**src/rtl/irqp_pkg.sv**
```systemverilog
package irqp_pkg;

  // Numbering in which an update event names its line
  typedef enum logic {
    SRC_CPU = 1'b0,
    SRC_EXT = 1'b1
  } irq_src_e;

endpackage

```
**src/rtl/irqp_line_decode.sv**
```systemverilog
// Turns one update event into a one-hot hit vector over processor lines.
module irqp_line_decode
  import irqp_pkg::*;
#(
  parameter int NUM_LINES  = 8,
  parameter int IDX_W      = 4,
  parameter int EXT_OFFSET = 2
) (
  input  logic                 ev_valid,
  input  irq_src_e             ev_src,
  input  logic [IDX_W-1:0]     ev_idx,
  output logic [NUM_LINES-1:0] hit
);
  localparam int TGT_W = IDX_W + 1;

  logic [TGT_W-1:0] tgt;

  // one extra bit keeps idx+offset from wrapping back into range
  assign tgt = {1'b0, ev_idx} + ((ev_src == SRC_EXT) ? TGT_W'(EXT_OFFSET) : '0);

  for (genvar n = 0; n < NUM_LINES; n++) begin : g_hit
    assign hit[n] = ev_valid && (tgt == TGT_W'(n));
  end
endmodule

```
**src/rtl/irqp_pend_bank.sv**
```systemverilog
// One pending flop per line, following the level of the last event on it.
module irqp_pend_bank #(
  parameter int NUM_LINES = 8
) (
  input  logic                 clk,
  input  logic                 rst,
  input  logic [NUM_LINES-1:0] hit,
  input  logic                 level,
  output logic [NUM_LINES-1:0] pend
);
  for (genvar n = 0; n < NUM_LINES; n++) begin : g_bit
    always_ff @(posedge clk) begin
      if (rst)         pend[n] <= 1'b0;
      else if (hit[n]) pend[n] <= level;
    end
  end
endmodule

```
**src/rtl/irqp_fwd_count.sv**
```systemverilog
// Saturating per-line counters of forwarded requests, with a registered read port.
module irqp_fwd_count #(
  parameter int NUM_LINES = 8,
  parameter int CNT_W     = 16,
  parameter int SEL_W     = 3
) (
  input  logic                 clk,
  input  logic                 rst,
  input  logic [NUM_LINES-1:0] fwd,
  input  logic [SEL_W-1:0]     rd_sel,
  output logic [CNT_W-1:0]     rd_val
);
  localparam logic [CNT_W-1:0] CNT_MAX = '1;

  logic [CNT_W-1:0] cnt [NUM_LINES];

  for (genvar n = 0; n < NUM_LINES; n++) begin : g_cnt
    always_ff @(posedge clk) begin
      if (rst)                              cnt[n] <= '0;
      else if (fwd[n] && cnt[n] != CNT_MAX) cnt[n] <= cnt[n] + 1'b1;
    end
  end

  always_ff @(posedge clk) begin
    if (rst)                          rd_val <= '0;
    else if (32'(rd_sel) < NUM_LINES) rd_val <= cnt[rd_sel];
    else                              rd_val <= '0;
  end
endmodule

```
**src/rtl/irqp_ctrl.sv**
```systemverilog
module irqp_ctrl
  import irqp_pkg::*;
#(
  parameter int NUM_LINES  = 8,
  parameter int REG_W      = 32,
  parameter int LINE_BASE  = 8,
  parameter int EXT_OFFSET = 2,
  parameter int IDX_W      = 4,
  parameter int CNT_W      = 16,
  parameter int SEL_W      = (NUM_LINES > 1) ? $clog2(NUM_LINES) : 1
) (
  input  logic                 clk,
  input  logic                 rst,
  input  logic                 ev_valid,
  input  logic                 ev_ext,
  input  logic [IDX_W-1:0]     ev_idx,
  input  logic                 ev_level,
  input  logic                 stat_we,
  input  logic [REG_W-1:0]     stat_wdata,
  input  logic [SEL_W-1:0]     cnt_sel,
  output logic [REG_W-1:0]     cause_val,
  output logic [REG_W-1:0]     status_val,
  output logic                 cpu_irq,
  output logic [NUM_LINES-1:0] diag_pend,
  output logic [NUM_LINES-1:0] diag_mask,
  output logic [CNT_W-1:0]     cnt_val
);
  localparam int GEN_BIT = 0;

  irq_src_e             src;
  logic [NUM_LINES-1:0] hit;
  logic [NUM_LINES-1:0] pend;
  logic [NUM_LINES-1:0] fwd;
  logic [REG_W-1:0]     status_q;

  assign src = irq_src_e'(ev_ext);

  irqp_line_decode #(
    .NUM_LINES (NUM_LINES),
    .IDX_W     (IDX_W),
    .EXT_OFFSET(EXT_OFFSET)
  ) u_dec (
    .ev_valid(ev_valid),
    .ev_src  (src),
    .ev_idx  (ev_idx),
    .hit     (hit)
  );

  irqp_pend_bank #(
    .NUM_LINES(NUM_LINES)
  ) u_pend (
    .clk  (clk),
    .rst  (rst),
    .hit  (hit),
    .level(ev_level),
    .pend (pend)
  );

  always_ff @(posedge clk) begin
    if (rst)          status_q <= '0;
    else if (stat_we) status_q <= stat_wdata;
  end

  // forwarding uses the status value held before this edge
  for (genvar n = 0; n < NUM_LINES; n++) begin : g_fwd
    assign fwd[n] = hit[n] & ev_level & status_q[GEN_BIT] & status_q[LINE_BASE+n];
  end

  irqp_fwd_count #(
    .NUM_LINES(NUM_LINES),
    .CNT_W    (CNT_W),
    .SEL_W    (SEL_W)
  ) u_cnt (
    .clk   (clk),
    .rst   (rst),
    .fwd   (fwd),
    .rd_sel(cnt_sel),
    .rd_val(cnt_val)
  );

  always_comb begin
    cause_val = '0;
    cause_val[LINE_BASE +: NUM_LINES] = pend;
  end

  assign status_val = status_q;
  assign diag_pend  = pend;
  assign diag_mask  = status_q[LINE_BASE +: NUM_LINES];
  assign cpu_irq    = status_q[GEN_BIT] & (|(pend & status_q[LINE_BASE +: NUM_LINES]));
endmodule

```
**config.mk**
```make
export PLATFORM = sky130hd
export DESIGN_NAME = irqp_ctrl
export DESIGN_NICKNAME = d
export VERILOG_FILES = /design/src/rtl/irqp_pkg.sv /design/src/rtl/irqp_line_decode.sv /design/src/rtl/irqp_pend_bank.sv /design/src/rtl/irqp_fwd_count.sv /design/src/rtl/irqp_ctrl.sv
export SDC_FILE = /design/constraint.sdc
export NUM_CORES = 1
export LEC_CHECK = 0
export ABC_AREA = 1
export BUFFER_PORTS_ARGS = -buffer_cell sky130_fd_sc_hd__buf_2
export CORE_MARGIN = 4
export CORE_UTILIZATION = 35
export DETAILED_ROUTE_END_ITERATION = 6
export HOLD_SLACK_MARGIN = 0.1
export PLACE_DENSITY = 0.53
export SETUP_SLACK_MARGIN = 0.3
export SLEW_MARGIN = 20
export SYNTH_ARGS = -nofsm -noshare
export SYNTH_HDL_FRONTEND = slang
export SYNTH_SLANG_ARGS = --single-unit
```
**constraint.sdc**
```tcl
create_clock -name clk -period 5.15 [get_ports clk]
set_clock_uncertainty 0.2 [all_clocks]
set_input_delay 1.03 -clock clk [delete_from_list [all_inputs] [get_ports clk]]
set_output_delay 1.03 -clock clk [all_outputs]
set_load 0.01 [all_outputs]
```
After elaboration in Yosys (flattened, before gate mapping)
Memories as Yosys holds them, arrays and structs flattened. A register that Yosys moved wholly into a read port is not among the register bits. Index checks and enable logic that the tools add are counted.

Memories: 1. Input port bits: 45. Bits in writable memories: 128. Register bits: 40. Output and inout port bits: 97. Word-level logic and storage cells: 121.

Memories: u_cnt.cnt (words 8, width 16, rd ports 9, clocked after Yosys merged registers in 1, wr ports 8, RTL line irqp_fwd_count.sv:15) `logic [CNT_W-1:0] cnt [NUM_LINES];`.

Equal/unequal tests: 15. Muxes and demuxes: 35. Bitwise gates (word level): 34. Reductions and logical operators: 18. Add/sub/neg operators: 9.

Operator list (number): adder 16 x 1 -> 16 bit, second input constant (8); two-way mux 16 bit (8); inequality test 16 bit, second input constant (8); two-way mux 1 bit (26); AND 1 bit (25); == test 5 x 3 -> 1 bit, second input constant (4); logical AND 1 bit (16); == test 5 x 2 -> 1 bit, second input constant (2); AND 8 bit (1); bitwise OR 1 bit (8); OR reduction 8 bit (1); adder 4 x 5 -> 5 bit (1); == test 5 x 1 -> 1 bit, second input constant (1); logical NOT 5 bit (1); two-way mux 2 bit (1).

Logic depth before layout (Yosys ltp)
Word-level depth: 12. Depth in mapped cells: 11. Depth with buffers taken out: 10.

By module
A second synthesis with hierarchy kept.

Cells, all modules: 1469. Area total of the unflattened synthesis: 10978.0 um^2.

By module, submodules not included: irqp_fwd_count (times used 1, sequential area each 4164.0 um^2, area each 9008.6 um^2, cells an instance 1188); irqp_ctrl (times used 1, sequential area each 640.6 um^2, area each 1520.2 um^2, cells an instance 211); irqp_pend_bank (times used 1, sequential area each 160.2 um^2, area each 307.8 um^2, cells an instance 42); irqp_line_decode (times used 1, sequential area each 0.0 um^2, area each 141.4 um^2, cells an instance 28).

Worst setup path after synthesis
No wires, ideal clock.

Path kind: input to register. Start point: input ev_ext. End point: memory u_cnt.cnt[4][0], enable pin. Data required time: 4578 ps. Arrival: 2459 ps. Stages on the path: 8. Setup time: 372 ps. Slack: 2120 ps. Buffers on the path: 0. Path through: ha_1 ha_1 inv_1 nor2_4 nand2_1 nor2_4 nand3_1 nand2_1.

RTL lines: start: declaration (RTL line irqp_ctrl.sv:15) `input logic ev_ext,`; end: declaration (RTL line irqp_fwd_count.sv:15).

==> flow_summary.ini <==
[grt]
gr-total-overflow = 0
grt_pass1_wl_mm = 46.05
track_usage = 0.1703
antenna_found_initial = 0
grt_pass1_vias = 8571
grt_max_degree = 69

[synth]
synth_top_area_frac = 0.3576
syn_avg_cell_area_um2 = 8.028
synthTopCellsByArea = edfxtp_1 (36%), dfxtp_1 (10%), nor2_1 (10%), nand2_1 (7.0%), xor2_1 (6.3%)
synthFlopType = edfxtp_1
synth.yosys.seq_area_share = 0.4619
synth_top_cell_by_area = edfxtp_1
synth_area_um2 = 10750
synthArstFlopShare = 0
ys_warn_count = 0
ys_seq_elements = 184
ys_types = 33
synthCells = 1339
synth_edf_count = 128

[detailed_routing]
viasPerCell = 4.835
first_pass_iters = 5
drtAntennaViolNets = 0
dr_total_vias = 8795
route.detailed.drc = 0
wl_per_cell_um = 15.51
drt_iter0_markers = 691
wirelength_mm = 28.21

[floorplanning]
die_y_um = 183.2
rows = 63
dieArea_um2 = 33580
initial_core_util = 0.3589
fp.dieW_um = 183.2
num_io_pins = 142
core_area_um2 = 29950

[clock_tree]
cts_tree = yes
post_cts_resized = 0
numCtsBuffers = 17
cts_hold_buf = 0
cts_setup_buffers = 0
cts.sinks = 184
htree_num_levels = 4
cts_root_buf = clkbuf_16
clk_path_buf_depth = 2
clkTransAtPathRegs_ns = 0.07
clkLatencyLatePin_ns = 0.43

[sta]
min_period_over_period = 0.5968
max_slew_margin = 0.3424
rsz0062_at_grt = false
fmax_mhz = 325.3
finalSetupViolCount = 0
whs_ns = 0.2980
fin_ws_ns = 2.076
finalHoldViolCount = 0
tightest_slew_ns = 0.9853
final.min_clock_period_ns = 3.074
setup-tns-final_ns = 0
slew_violations = 0

[setup_path]
r2r_end = u_cnt.cnt[3][2]
cp_max_fo = 16
reg2reg_setup_slack_ns = 2.69
path_class = input pin to flop
start_kind = input pin
r2r-start = u_cnt.cnt[3][0]
end_kind = flop
startpoint = ev_ext
arrival_ns = 2.93
required_ns = 5.01
r2r_cells = 6

[power_and_ir_drop]
power_uw = 3351
seqPwrFrac = 0.508
p_int_uw = 2476
leakage_uw = 0.004851
swShare = 0.2612
clock_power_share = 0.398
p_comb_frac = 0.094
vdd_drop_max_uv = 175.4
power.switching_uw = 875.0
p_per_area_nw_per_um2 = 279.7

[run]
cap_violations = 0

[min_path]
min-delay-start = status_val[16]
min_path_cells = 2
min_path_type = flop to flop
hold-path-endpoint = status_val[16]

[placement]
io_buffers = 117
hpwlAfterDp_mm = 21.09
globalplace.congestion = 0.8685
place_ws_ns = 1.586

[finish]
diodes = 0
fin_nets = 1471
drive_above_1_share = 0.1463
area_growth_syn_to_layout_pct = 11.44

[status]
status = finished clean
cells in the mapped netlist, drive strengths merged, types with 2 or more instances:
master,instances
o211ai,12
xnor2,19
a21oi,49
ha,10
buf,62
a22o,2
o21ai,98
xor2,77
clkbuf,24
nand4,24
o22ai,5
edfxtp,128
nor3,18
inv,126
dfxtp,56
nand2,202
nor2,344
nand3,79
worst max-delay path: stages:
cell and delay, ns:
buf_2 0.10, ha_1 0.21, ha_1 0.34, inv_1 0.08, nor2_4 0.19, nand3_1 0.14
nor2_2 0.24, nand2_1 0.08, nand2_1 0.51
cell type report:
type,count,area (um^2)
Clock buffer,21,481.7
Multi-Input combinational cell,965,4845
Inverter,127,476.7
Clock inverter,11,107.6
Timing Repair Buffer,121,615.6
Sequential cell,184,4965
Fill cell,3109,17970
Tap cell,390,488.0
worst max-delay path by stage:
stage | to | slack [ns] | depth (start not counted)
3_5_place_dp | u_cnt.cnt[7][7] | 1.59 | 9
2_1_floorplan | u_cnt.cnt[4][0] | 2.12 | 8
3_3_place_gp | u_cnt.cnt[7][7] | 1.59 | 9
6_report | u_cnt.cnt[7][9] | 2.08 | 9
5_1_grt | u_cnt.cnt[7][9] | 1.85 | 9
4_1_cts | u_cnt.cnt[7][7] | 2.04 | 9
power groups by stage:
stage | clock network, uW | logic (uW) | registers (uW)
floorplan | 0 | 213 | 1730
global placement | 0 | 314 | 1740
detailed placement | 0 | 314 | 1740
CTS | 1360 | 316 | 1700
global route | 1420 | 354 | 1710
finish | 1330 | 314 | 1700
flip-flops by register name (all words and copies together), names as in the netlist:
register and cells:
status_val 32, u_cnt.cnt 128, u_cnt.rd_val 16, u_pend.pend 8
cell families after synthesis:
family / share of synthesized area
and+or+nand+nor: 0.2696
buffers and inverters: 0.09545
DFF: 0.4619
AOI/OAI and AO/OA: 0.08288
xor gates and xnor gates: 0.07822
adders and majority gates: 0.01164
other: 0.0003489
stage by stage:
stage                     area, um^2    util  cells
after detailed placement       11390  0.3802   1787
after global placement         11390  0.3802   1787
after CTS                      11980  0.3999   1819
final                          11980  0.3999   1819
after floorplan                10840       -   1362
after global routing           11980  0.3999   1819
metal layers:
layer	vias to the layer above	GRT usage	wire (um)
met1	4033	0.2412	13530
met4	0	0.04291	401
met3	26	0.03590	1815
met2	290	0.2671	12470
met5	-	0	0
li1	4446	-	-
cells in the final DEF (no fill, tap or decap), drive strengths merged, types with 2 or more instances in the layout:
| cell type | netlist | final |
|---|---|---|
| nor2 | 344 | 344 |
| nand2 | 202 | 202 |
| inv | 126 | 132 |
| edfxtp | 128 | 128 |
| buf | 62 | 121 |
| o21ai | 98 | 98 |
| nand3 | 79 | 79 |
| xor2 | 77 | 77 |
| dfxtp | 56 | 56 |
| a21oi | 49 | 49 |
| conb | 1 | 24 |
| nand4 | 24 | 24 |
| clkbuf | 24 | 21 |
| xnor2 | 19 | 19 |
| nor3 | 18 | 18 |
| o211ai | 12 | 12 |
| ha | 10 | 10 |
| o22ai | 5 | 5 |
| clkinv | 1 | 5 |
| a22o | 2 | 2 |
Note: power is estimated with default switching activity, not from simulation.
